[src/rtl/pixel_mask_pkg.sv]
package pixel_mask_pkg;
  parameter int PIX_W   = 4;
  parameter int COL_W   = 2;
  parameter int OUT_W   = 6;
  parameter int EMPH_W  = 3;
  parameter int X_W     = 8;
  parameter int CLIP_COLS = 8;
  parameter logic [OUT_W-1:0] GRAY_KEEP = 6'h30;

  typedef struct packed {
    logic bgShow;
    logic sprShow;
    logic gray;
    logic [EMPH_W-1:0] emph;
  } strobe_t;
endpackage

[src/rtl/pixel_mask_ctrl.sv]
module pixel_mask_ctrl
  import pixel_mask_pkg::*;
(
  input  logic [X_W-1:0] xPos,
  input  logic [7:0]     maskIn,
  output strobe_t        strobes
);
  logic inLeftEdge;

  always_comb begin
    inLeftEdge       = (xPos < X_W'(CLIP_COLS));
    strobes.bgShow   = maskIn[3] & (maskIn[1] | ~inLeftEdge);
    strobes.sprShow  = maskIn[4] & (maskIn[2] | ~inLeftEdge);
    strobes.gray     = maskIn[0];
    strobes.emph     = maskIn[7:5];
  end
endmodule

[src/rtl/pixel_mask_datapath.sv]
module pixel_mask_datapath
  import pixel_mask_pkg::*;
(
  input  logic              clk,
  input  logic              rstN,
  input  logic [PIX_W-1:0]  bgPix,
  input  logic [PIX_W-1:0]  sprPix,
  input  logic              sprBehind,
  input  strobe_t           strobes,
  output logic [OUT_W-1:0]  colourOut,
  output logic [EMPH_W-1:0] emphOut
);
  localparam int PAD_W = OUT_W - PIX_W - 1;

  logic bgOpaque;
  logic sprOpaque;
  logic [OUT_W-1:0] selIndex;
  logic [OUT_W-1:0] maskedIndex;

  always_comb begin
    bgOpaque  = strobes.bgShow  & (bgPix[COL_W-1:0]  != '0);
    sprOpaque = strobes.sprShow & (sprPix[COL_W-1:0] != '0);
    if (sprOpaque && (!sprBehind || !bgOpaque))
      selIndex = {{PAD_W{1'b0}}, 1'b1, sprPix};
    else if (bgOpaque)
      selIndex = {{PAD_W{1'b0}}, 1'b0, bgPix};
    else
      selIndex = '0;
    maskedIndex = strobes.gray ? (selIndex & GRAY_KEEP) : selIndex;
  end

  always_ff @(posedge clk or negedge rstN) begin
    if (!rstN) begin
      colourOut <= '0;
      emphOut   <= '0;
    end else begin
      colourOut <= maskedIndex;
      emphOut   <= strobes.emph;
    end
  end
endmodule

[src/rtl/pixel_mask_stage.sv]
module pixel_mask_stage
  import pixel_mask_pkg::*;
(
  input  logic        clk,
  input  logic        rstN,
  input  logic [3:0]  bgPix,
  input  logic [3:0]  sprPix,
  input  logic        sprBehind,
  input  logic [7:0]  xPos,
  input  logic [7:0]  maskIn,
  output logic [5:0]  colourOut,
  output logic [2:0]  emphOut
);
  strobe_t strobes;

  pixel_mask_ctrl u_ctrl (
    .xPos    (xPos),
    .maskIn  (maskIn),
    .strobes (strobes)
  );

  pixel_mask_datapath u_dp (
    .clk       (clk),
    .rstN      (rstN),
    .bgPix     (bgPix),
    .sprPix    (sprPix),
    .sprBehind (sprBehind),
    .strobes   (strobes),
    .colourOut (colourOut),
    .emphOut   (emphOut)
  );
endmodule

[config.mk]
export PLATFORM = sky130hd
export DESIGN_NAME = pixel_mask_stage
export DESIGN_NICKNAME = d
export VERILOG_FILES = /design/src/rtl/pixel_mask_pkg.sv /design/src/rtl/pixel_mask_ctrl.sv /design/src/rtl/pixel_mask_datapath.sv /design/src/rtl/pixel_mask_stage.sv
export SDC_FILE = /design/constraint.sdc
export NUM_CORES = 1
export LEC_CHECK = 0
export ABC_AREA = 1
export ABC_CLOCK_PERIOD_IN_PS = 800
export BUFFER_PORTS_ARGS = -buffer_cell sky130_fd_sc_hd__buf_2
export CAP_MARGIN = 30
export CORE_AREA = 8 8 45 47
export DETAILED_ROUTE_END_ITERATION = 10
export DIE_AREA = 0 0 53 55
export PLACE_DENSITY_LB_ADDON = 0.15
export SYNTH_ARGS = -nofsm -noshare
export SYNTH_HDL_FRONTEND = slang
export SYNTH_SLANG_ARGS = --single-unit
[constraint.sdc]
create_clock -name clk -period 0.8 [get_ports clk]
set_input_delay 0.08 -clock clk [delete_from_list [all_inputs] [get_ports clk]]
set_output_delay 0.08 -clock clk [all_outputs]
set_load 0.01 [all_outputs]
After elaboration in Yosys (flattened, before gate mapping)
Index checks and enable logic that the tools add are counted.
{"block": "totals", "register_bits": 8, "latchBits": 0, "ram_bits": 0, "romBits": 0, "input_bits": 27, "out_inout_bits": 9, "wordCells": 19, "n_memories": 0}
{"block": "op_classes", "addsub": 0, "mul": 0, "div": 0, "n_lt_le_gt_ge": 1, "n_eq_ne": 0, "n_shift": 0, "muxes": 3, "bitwise": 7, "n_reduce_logical": 6}
{"op": "< comparator 8 x 4 -> 1 bit, second input constant", "count": 1}
{"op": "2-to-1 mux 4 bit", "count": 2}
{"op": "2-to-1 mux 5 bit", "count": 1}
{"op": "AND 1 bit", "count": 4}
{"op": "nonzero test 2 bit", "count": 2}
{"op": "logical NOT 1 bit", "count": 2}
{"op": "OR 1 bit", "count": 2}
{"op": "logical AND 1 bit", "count": 1}
{"op": "logical OR 1 bit", "count": 1}
{"op": "inverter 1 bit", "count": 1}

Longest topological paths before layout
Gate-level depths: netlist of run 1.
{"block": "depth", "depth_word": 10, "depth_mapped": 8, "mapped_depth_nobuf": 8}

Cells and area by module
A second synthesis of run 1 with hierarchy kept.
{"block": "unflattened", "cells_unflattened": 58, "hier_area_um2": 445.4}
{"module": "pixel_mask_datapath", "instances": 1, "cells_per_inst": 44, "area_each_um2": 376.6, "seq_area_each_um2": 200.2}
{"module": "pixel_mask_ctrl", "instances": 1, "cells_per_inst": 14, "area_each_um2": 68.8, "seq_area_each_um2": 0.0}

Worst setup path after synthesis of run 1
No wires, ideal clock.
{"block": "synth_timing", "path_kind": "input -> register", "startpoint": "input xPos[7]", "endpoint": "register u_dp.colourOut[0]", "setup_time_ps": 114, "arrival_time_ps": 703, "t_required_ps": 686, "setup_slack_ps": -16, "path_stages": 8, "n_path_buf": 0, "path_cell_list": "nor2_2 > nand3_1 > nor2_2 > nor2_4 > nand2_4 > nand2_1 > inv_1 > nor2_1"}
{"block": "synth_between", "elab_chain_cells": 10, "word_cells_on_any_way": 14, "cone_classes": "order compare (1); mux (3); bitwise (7); reduce/logical (3)"}
{"item": "start: declaration", "line": "pixel_mask_stage.sv:9", "text": "input logic [7:0] xPos,"}
{"item": "< comparator 8 x 4 -> 1 bit *", "line": "pixel_mask_ctrl.sv:11", "text": "inLeftEdge = (xPos < X_W'(CLIP_COLS));"}
{"item": "inverter 1 bit *", "line": "pixel_mask_ctrl.sv:12, pixel_mask_ctrl.sv:13"}
{"item": "OR 1 bit", "line": "pixel_mask_ctrl.sv:12", "text": "strobes.bgShow = maskIn[3] & (maskIn[1] | ~inLeftEdge);"}
{"item": "AND 1 bit", "line": "pixel_mask_ctrl.sv:12"}
{"item": "AND 1 bit", "line": "pixel_mask_datapath.sv:21", "text": "bgOpaque = strobes.bgShow & (bgPix[COL_W-1:0] != '0);"}
{"item": "logical NOT 1 bit", "line": "pixel_mask_datapath.sv:23", "text": "if (sprOpaque && (!sprBehind || !bgOpaque))"}
{"item": "logical OR 1 bit", "line": "pixel_mask_datapath.sv:23"}
{"item": "logical AND 1 bit", "line": "pixel_mask_datapath.sv:23"}
{"item": "2-to-1 mux 5 bit *", "line": "pixel_mask_datapath.sv:23"}
{"item": "2-to-1 mux 4 bit *", "line": "pixel_mask_datapath.sv:29", "text": "maskedIndex = strobes.gray ? (selIndex & GRAY_KEEP) : selIndex;"}
{"item": "net u_dp.maskedIndex[0]", "line": "pixel_mask_datapath.sv:18", "text": "logic [OUT_W-1:0] maskedIndex;"}
{"item": "end signal: assignment", "line": "pixel_mask_datapath.sv:37", "text": "colourOut <= maskedIndex;"}
{"item": "end: declaration", "line": "pixel_mask_datapath.sv:10", "text": "output logic [OUT_W-1:0] colourOut,"}
Mark *: on every way through the listed nets, which the timed path passes. The rest lies on a longest branch.

Worst setup path after layout of run 1
{"block": "layout_timing", "startpoint": "register u_dp.emphOut[2]", "endpoint": "output emphOut[2]"}
{"item": "start: declaration", "line": "pixel_mask_datapath.sv:11", "text": "output logic [EMPH_W-1:0] emphOut"}
{"item": "start signal: assignment", "line": "pixel_mask_datapath.sv:38", "text": "emphOut <= strobes.emph;"}
{"item": "end: declaration", "line": "pixel_mask_stage.sv:12", "text": "output logic [2:0] emphOut"}
No word-level cell between the ends.

==> run_summary.xml, run 1 <==
<?xml version="1.0" encoding="UTF-8"?>
<metrics>
  <group name="clocking">
    <metric name="tritoncts_clock_tree" unit="">yes</metric>
    <metric name="cts_setup_buffers" unit="">0</metric>
    <metric name="clockRootBuffer" unit="">sky130_fd_sc_hd__clkbuf_4</metric>
    <metric name="numCtsBuffers" unit="">3</metric>
    <metric name="clock_path_buffers" unit="">2</metric>
    <metric name="cts_max_level" unit="">1</metric>
    <metric name="cts.reportedPaths.clkPinSlew" unit="ps">50</metric>
    <metric name="clock-sinks" unit="">8</metric>
  </group>
  <group name="yosys">
    <metric name="postSynth.topFlopCell" unit="">sky130_fd_sc_hd__dfrtp_1</metric>
    <metric name="mappedNetlistNets" unit="">79</metric>
    <metric name="ys_seq_elements" unit="">8</metric>
    <metric name="synth_common_cells" unit="">sky130_fd_sc_hd__inv_1, sky130_fd_sc_hd__nand3_1, sky130_fd_sc_hd__dfrtp_1, sky130_fd_sc_hd__nand2_1, sky130_fd_sc_hd__nor2_1</metric>
    <metric name="yosysTopAreaCell" unit="">sky130_fd_sc_hd__dfrtp_1</metric>
    <metric name="post_synth_inst_count" unit="">52</metric>
    <metric name="dominant_cells_by_area_after_synthesis" unit="">sky130_fd_sc_hd__dfrtp_1, sky130_fd_sc_hd__nand3_1, sky130_fd_sc_hd__inv_1</metric>
    <metric name="synth_seq_area_share" unit="">0.440</metric>
    <metric name="syn_area_per_cell" unit="um^2">8.76</metric>
    <metric name="post-synth-top-area-fraction" unit="">0.440</metric>
    <metric name="ys.warnings.count" unit="">0</metric>
    <metric name="synthMostInstantiatedCell" unit="">sky130_fd_sc_hd__inv_1</metric>
    <metric name="yosys.cell_types.count" unit="">15</metric>
    <metric name="synth-edff-count" unit="">0</metric>
    <metric name="cell_area_after_synthesis" unit="um^2">455</metric>
    <metric name="synth_async_sr_flop_share" unit="">1.00</metric>
  </group>
  <group name="sta">
    <metric name="final.setup.worst_slack" unit="ps">-12.2</metric>
    <metric name="fin_crit" unit="ps">812</metric>
    <metric name="setup_violations" unit="">6</metric>
    <metric name="period_share" unit="">1.02</metric>
    <metric name="final-max-slew-violation-count" unit="">0</metric>
    <metric name="maxClockFrequency" unit="MHz">1230</metric>
    <metric name="finalHoldViolCount" unit="">0</metric>
    <metric name="unrepaired_setup_endpoints_after_global_routing" unit="">true</metric>
  </group>
  <group name="status">
    <metric name="run_status" unit="">finished with violations</metric>
    <metric name="violations" unit="">setup timing</metric>
  </group>
  <group name="detailed_routing">
    <metric name="remaining_drc_errors" unit="">0</metric>
    <metric name="avgRoutedWirePerCell" unit="um">9.27</metric>
    <metric name="drt_wl_total" unit="um">992</metric>
    <metric name="drt_first_pass_iters" unit="">3</metric>
    <metric name="ant_nets" unit="">0</metric>
    <metric name="average_vias_per_placed_instance" unit="">4.16</metric>
    <metric name="routed_via_count" unit="">445</metric>
    <metric name="dr.first_iter.drc_count" unit="">4</metric>
  </group>
  <group name="power">
    <metric name="peak_supply_drop" unit="mV">0.530</metric>
    <metric name="p_per_area" unit="nW/um^2">1350</metric>
    <metric name="static-leakage-power" unit="nW">0.415</metric>
  </group>
  <group name="place">
    <metric name="detailed_place_hpwl" unit="um">865</metric>
    <metric name="placement.cell_area" unit="um^2">648</metric>
    <metric name="numPortBuffers" unit="">31</metric>
    <metric name="routabilityCongestion" unit="">0.751</metric>
    <metric name="post-place-ws" unit="ps">-173</metric>
  </group>
  <group name="floorplan">
    <metric name="fp.coreArea" unit="um^2">1380</metric>
    <metric name="floorplan.rows" unit="">14</metric>
    <metric name="ios" unit="">36</metric>
    <metric name="dieArea" unit="um^2">2920</metric>
    <metric name="initial_utilization" unit="">0.329</metric>
    <metric name="die_x" unit="um">53</metric>
    <metric name="die_height" unit="um">55</metric>
  </group>
  <group name="critical_path">
    <metric name="critPathKind" unit="">reg2out</metric>
    <metric name="largest_fanout_of_any_net_on_the_critical_path" unit="">1</metric>
    <metric name="critical_path_cell_list" unit="">buf_6</metric>
    <metric name="crit_family" unit="">flip-flops</metric>
    <metric name="crit_arrival" unit="ps">730</metric>
    <metric name="endpoint_kind" unit="">output port</metric>
    <metric name="crit_buf_inv" unit="">1</metric>
    <metric name="cp_slowest_stage_delay" unit="ps">370</metric>
    <metric name="worst_ep_required_time" unit="ps">720</metric>
    <metric name="critical-path-slowest-cell" unit="">sky130_fd_sc_hd__dfrtp_1</metric>
    <metric name="timing.critical_path.from_type" unit="">flip-flop</metric>
  </group>
  <group name="finish">
    <metric name="postLayoutCellArea" unit="um^2">717</metric>
    <metric name="layout.nets" unit="">120</metric>
    <metric name="insertedDiodeCount" unit="">0</metric>
    <metric name="synthToLayoutAreaGrowth" unit="%">57.4</metric>
    <metric name="ratio_of_cells_with_drive_above_1_in_the_final_layout" unit="">0.505</metric>
  </group>
  <group name="global_routing">
    <metric name="number_of_global_route_vias_before_repair" unit="">456</metric>
    <metric name="gr-usage-all-layers" unit="">0.0709</metric>
    <metric name="grt_first_pass_wirelength" unit="um">1640</metric>
    <metric name="grt_antenna_before_repair" unit="">0</metric>
    <metric name="grt.overflow.total" unit="">0</metric>
    <metric name="grt_start_max_net_pins" unit="">9</metric>
  </group>
  <group name="run">
    <metric name="max_cap_violations" unit="">0</metric>
  </group>
  <group name="worst_hold_path">
    <metric name="worstHoldPathType" unit="">in2reg</metric>
  </group>
</metrics>
## worst paths after layout
kind                                            from                     endpoint  slack (ps)  depth (start not counted)
min in group asynchronous                       rstN  u_dp.colourOut[3]$_DFF_PN0_         200                          2
max in group asynchronous                       rstN    u_dp.emphOut[2]$_DFF_PN0_         440                          2
max                        u_dp.emphOut[2]$_DFF_PN0_                   emphOut[2]         -10                          1
min                                        maskIn[0]  u_dp.colourOut[2]$_DFF_PN0_         110                          4
## layout make-up
class,count,area (um^2)
multi-input combinational,31,213
inverter,12,45.0
clock buffer,3,22.5
tap,16,20.0
timing repair buffer,37,216
sequential,8,200
fill,143,667
## per-stage QoR
step	std cells	total power [mW]	hold slack (ps)	util	setup TNS (ps)
floorplan	52	0.561	-216	-	0
global placement	100	0.674	-75.5	0.468	-672
detailed placement	100	0.675	-74.2	0.468	-732
CTS	107	0.995	92.3	0.514	-165
global route	107	1.04	130	0.518	-312
finish	107	0.971	110	0.518	-22.9
## where the power goes
group,switching (mW),internal (mW),total (mW)
registers,0.00526,0.430,0.436
clock network,0.118,0.170,0.288
logic,0.125,0.122,0.247
total,0.248,0.723,0.971
## routing by layer
layer | global-route usage | wire length (um)
met1 | 0.0694 | 363
met2 | 0.127 | 476
met3 | 0.0348 | 133
met4 | 0.0259 | 19
met5 | 0 | 0
## placed cells by master (no fill, tap or decap)
master and instances:
sky130_fd_sc_hd__buf_6 1, sky130_fd_sc_hd__nand3_4 1, sky130_fd_sc_hd__buf_2 30, sky130_fd_sc_hd__nor2_2 1, sky130_fd_sc_hd__nand3_1 8, sky130_fd_sc_hd__o21a_1 1, sky130_fd_sc_hd__nor2_1 4, sky130_fd_sc_hd__conb_1 1
sky130_fd_sc_hd__nand4_4 1, sky130_fd_sc_hd__nor2_4 3, sky130_fd_sc_hd__o21ai_4 1, sky130_fd_sc_hd__inv_1 11, sky130_fd_sc_hd__buf_4 2, sky130_fd_sc_hd__nand2_4 1, sky130_fd_sc_hd__inv_2 1, sky130_fd_sc_hd__nand2_1 8
sky130_fd_sc_hd__dfrtp_1 8, sky130_fd_sc_hd__nand3_2 1, sky130_fd_sc_hd__dlygate4sd3_1 4, sky130_fd_sc_hd__clkbuf_4 3
## kinds of logic after synthesis
| family | synth area share |
|---|---|
| buf+inv | 0.115 |
| flops | 0.440 |
| other cells | 0.00823 |
| compound gates | 0.0522 |
| simple gates | 0.385 |
## state kept, by name, indices dropped and copies added, names as in the netlist
name            count
u_dp.emphOut        3
u_dp.colourOut      5
## repair_timing
action | in CTS | in global routing
setup endpoints to repair | 8 | 8
endpoints found under the hold margin | 11 | 0
cloned | 0 | 0
gates resized for setup | 0 | 1
hold buffers | 4 | 0
No activity file was read; power rests on OpenSTA's default activity.
==> inputs of run 2 (changes only) <==
- RECOVER_POWER: unset -> 50
==> run 2 against run 1 <==
The flow still finishes with violations (setup timing); hold slack unchanged; power about the same; first-iteration DRC count unchanged; die area unchanged; largest cell class unchanged.
==> run_summary.xml, run 2 (same netlist as run 1, synthesis figures left out) <==
<?xml version="1.0" encoding="UTF-8"?>
<metrics>
  <group name="clocking">
    <metric name="clock-sinks" unit="">8</metric>
    <metric name="cts_max_level" unit="">1</metric>
    <metric name="clockRootBuffer" unit="">sky130_fd_sc_hd__clkbuf_4</metric>
    <metric name="tritoncts_clock_tree" unit="">yes</metric>
    <metric name="clock_path_buffers" unit="">2</metric>
    <metric name="cts.reportedPaths.clkPinSlew" unit="ps">50</metric>
    <metric name="numCtsBuffers" unit="">3</metric>
  </group>
  <group name="critical_path">
    <metric name="timing.critical_path.from_type" unit="">flip-flop</metric>
    <metric name="critical-path-slowest-cell" unit="">sky130_fd_sc_hd__dfrtp_1</metric>
    <metric name="crit_buf_inv" unit="">1</metric>
    <metric name="critPathKind" unit="">reg2out</metric>
    <metric name="endpoint_kind" unit="">output port</metric>
    <metric name="crit_family" unit="">flip-flops</metric>
    <metric name="crit_arrival" unit="ps">730</metric>
    <metric name="critical_path_cell_list" unit="">buf_6</metric>
    <metric name="worst_ep_required_time" unit="ps">720</metric>
    <metric name="cp_slowest_stage_delay" unit="ps">370</metric>
    <metric name="largest_fanout_of_any_net_on_the_critical_path" unit="">1</metric>
  </group>
  <group name="power">
    <metric name="fin_total_pwr" unit="mW">0.970</metric>
    <metric name="static-leakage-power" unit="nW">0.412</metric>
    <metric name="p_per_area" unit="nW/um^2">1360</metric>
    <metric name="peak_supply_drop" unit="mV">0.530</metric>
  </group>
  <group name="worst_hold_path">
    <metric name="hold_crit_depth" unit="">4</metric>
    <metric name="worstHoldPathType" unit="">in2reg</metric>
    <metric name="hold_end" unit="">u_dp.colourOut[2]$_DFF_PN0_</metric>
    <metric name="worstHoldStart" unit="">maskIn[0]</metric>
  </group>
  <group name="finish">
    <metric name="top_regs" unit="">u_dp.colourOut (5), u_dp.emphOut (3)</metric>
    <metric name="multiInputGateArea" unit="um^2">213</metric>
    <metric name="final_cell_mix" unit="">sky130_fd_sc_hd__buf_2, sky130_fd_sc_hd__inv_1, sky130_fd_sc_hd__nand3_1, sky130_fd_sc_hd__nand2_1, sky130_fd_sc_hd__dfrtp_1</metric>
    <metric name="ratio_of_cells_with_drive_above_1_in_the_final_layout" unit="">0.495</metric>
    <metric name="final-seq-area" unit="um^2">200</metric>
    <metric name="final_core_utilization" unit="">0.517</metric>
    <metric name="register_bank_with_the_most_flops" unit="">u_dp.colourOut</metric>
    <metric name="synthToLayoutAreaGrowth" unit="%">57.1</metric>
    <metric name="n_fill_cell" unit="">143</metric>
    <metric name="insertedDiodeCount" unit="">0</metric>
    <metric name="mostFrequentLayoutCell" unit="">sky130_fd_sc_hd__buf_2</metric>
    <metric name="layout.nets" unit="">120</metric>
    <metric name="layoutNonFillerInstCount" unit="">107</metric>
    <metric name="postLayoutCellArea" unit="um^2">716</metric>
    <metric name="largest_reg_flops" unit="">5</metric>
  </group>
  <group name="place">
    <metric name="placement.cell_area" unit="um^2">648</metric>
    <metric name="routabilityCongestion" unit="">0.751</metric>
    <metric name="numPortBuffers" unit="">31</metric>
    <metric name="post-place-ws" unit="ps">-173</metric>
    <metric name="detailed_place_hpwl" unit="um">865</metric>
    <metric name="placedCellCount" unit="">100</metric>
  </group>
  <group name="sta">
    <metric name="setup_violations" unit="">6</metric>
    <metric name="finalHoldViolCount" unit="">0</metric>
    <metric name="final.hold.worst_slack" unit="ps">110</metric>
    <metric name="final-max-slew-violation-count" unit="">0</metric>
    <metric name="final.setup.worst_slack" unit="ps">-12.2</metric>
    <metric name="maxClockFrequency" unit="MHz">1230</metric>
    <metric name="period_share" unit="">1.02</metric>
    <metric name="final.setup.tns" unit="ps">-22.9</metric>
    <metric name="fin_crit" unit="ps">812</metric>
    <metric name="unrepaired_setup_endpoints_after_global_routing" unit="">true</metric>
  </group>
  <group name="detailed_routing">
    <metric name="avgRoutedWirePerCell" unit="um">9.26</metric>
    <metric name="drt_wl_total" unit="um">991</metric>
    <metric name="average_vias_per_placed_instance" unit="">4.16</metric>
    <metric name="remaining_drc_errors" unit="">0</metric>
    <metric name="dr.first_iter.drc_count" unit="">4</metric>
    <metric name="ant_nets" unit="">0</metric>
    <metric name="drt_first_pass_iters" unit="">3</metric>
    <metric name="routed_via_count" unit="">445</metric>
  </group>
  <group name="floorplan">
    <metric name="ios" unit="">36</metric>
    <metric name="floorplan.rows" unit="">14</metric>
    <metric name="initial_utilization" unit="">0.329</metric>
    <metric name="die_height" unit="um">55</metric>
    <metric name="die_x" unit="um">53</metric>
    <metric name="dieArea" unit="um^2">2920</metric>
    <metric name="fp.coreArea" unit="um^2">1380</metric>
  </group>
  <group name="global_routing">
    <metric name="grt_first_pass_wirelength" unit="um">1640</metric>
    <metric name="grt.overflow.total" unit="">0</metric>
    <metric name="grt_antenna_before_repair" unit="">0</metric>
    <metric name="gr-usage-all-layers" unit="">0.0709</metric>
    <metric name="grt_start_max_net_pins" unit="">9</metric>
    <metric name="number_of_global_route_vias_before_repair" unit="">456</metric>
  </group>
  <group name="run">
    <metric name="max_cap_violations" unit="">0</metric>
  </group>
  <group name="status">
    <metric name="violations" unit="">setup timing</metric>
    <metric name="run_status" unit="">finished with violations</metric>
  </group>
</metrics>
==> run 2: cell types whose count changed in the layout (fill, tap and decap cells not counted), sizes merged <==
cell,change
buf,-1
clkbuf,+1
==> run 2: metal layers <==
metal | vias to the layer above | wire (um) | track usage
li1 | 236 | - | -
met1 | 187 | 361 | 0.0694
met2 | 20 | 476 | 0.127
met3 | 2 | 133 | 0.0348
met4 | 0 | 19 | 0.0259
met5 | - | 0 | 0
==> run 2: timing repair <==
action	4_1_cts	5_1_grt
setup buffers	0	0
hold endpoints to repair	11	0
resized for setup	0	1
endpoints found under the setup margin	8	8
hold buffers	4	0
==> run 2: how the worst max path moves through the flow <==
| stage | startpoint | slack [ps] | cells past startpoint | endpoint |
|---|---|---|---|---|
| 4_1_cts | u_dp.colourOut[1]$_DFF_PN0_ | -30 | 1 | colourOut[1] |
| 3_3_place_gp | xPos[4] | -170 | 9 | u_dp.colourOut[2]$_DFF_PN0_ |
| 3_5_place_dp | xPos[4] | -170 | 9 | u_dp.colourOut[2]$_DFF_PN0_ |
| 6_report | u_dp.emphOut[2]$_DFF_PN0_ | -10 | 1 | emphOut[2] |
| 5_1_grt | u_dp.emphOut[0]$_DFF_PN0_ | -50 | 1 | emphOut[0] |
| 2_1_floorplan | xPos[4] | 3 | 8 | u_dp.colourOut[0]$_DFF_PN0_ |
==> run 2: cell type report <==
class,instances,area share
inverters,12,0.0629
well taps,16,0.0280
flip-flops and latches,8,0.280
clock buffers,3,0.0315
multi-input cells,31,0.297
repair buffers,37,0.301
==> run 2: where the power goes <==
part | internal (mW) | switching [mW]
logic | 0.121 | 0.125
registers | 0.430 | 0.00526
clock network | 0.170 | 0.118
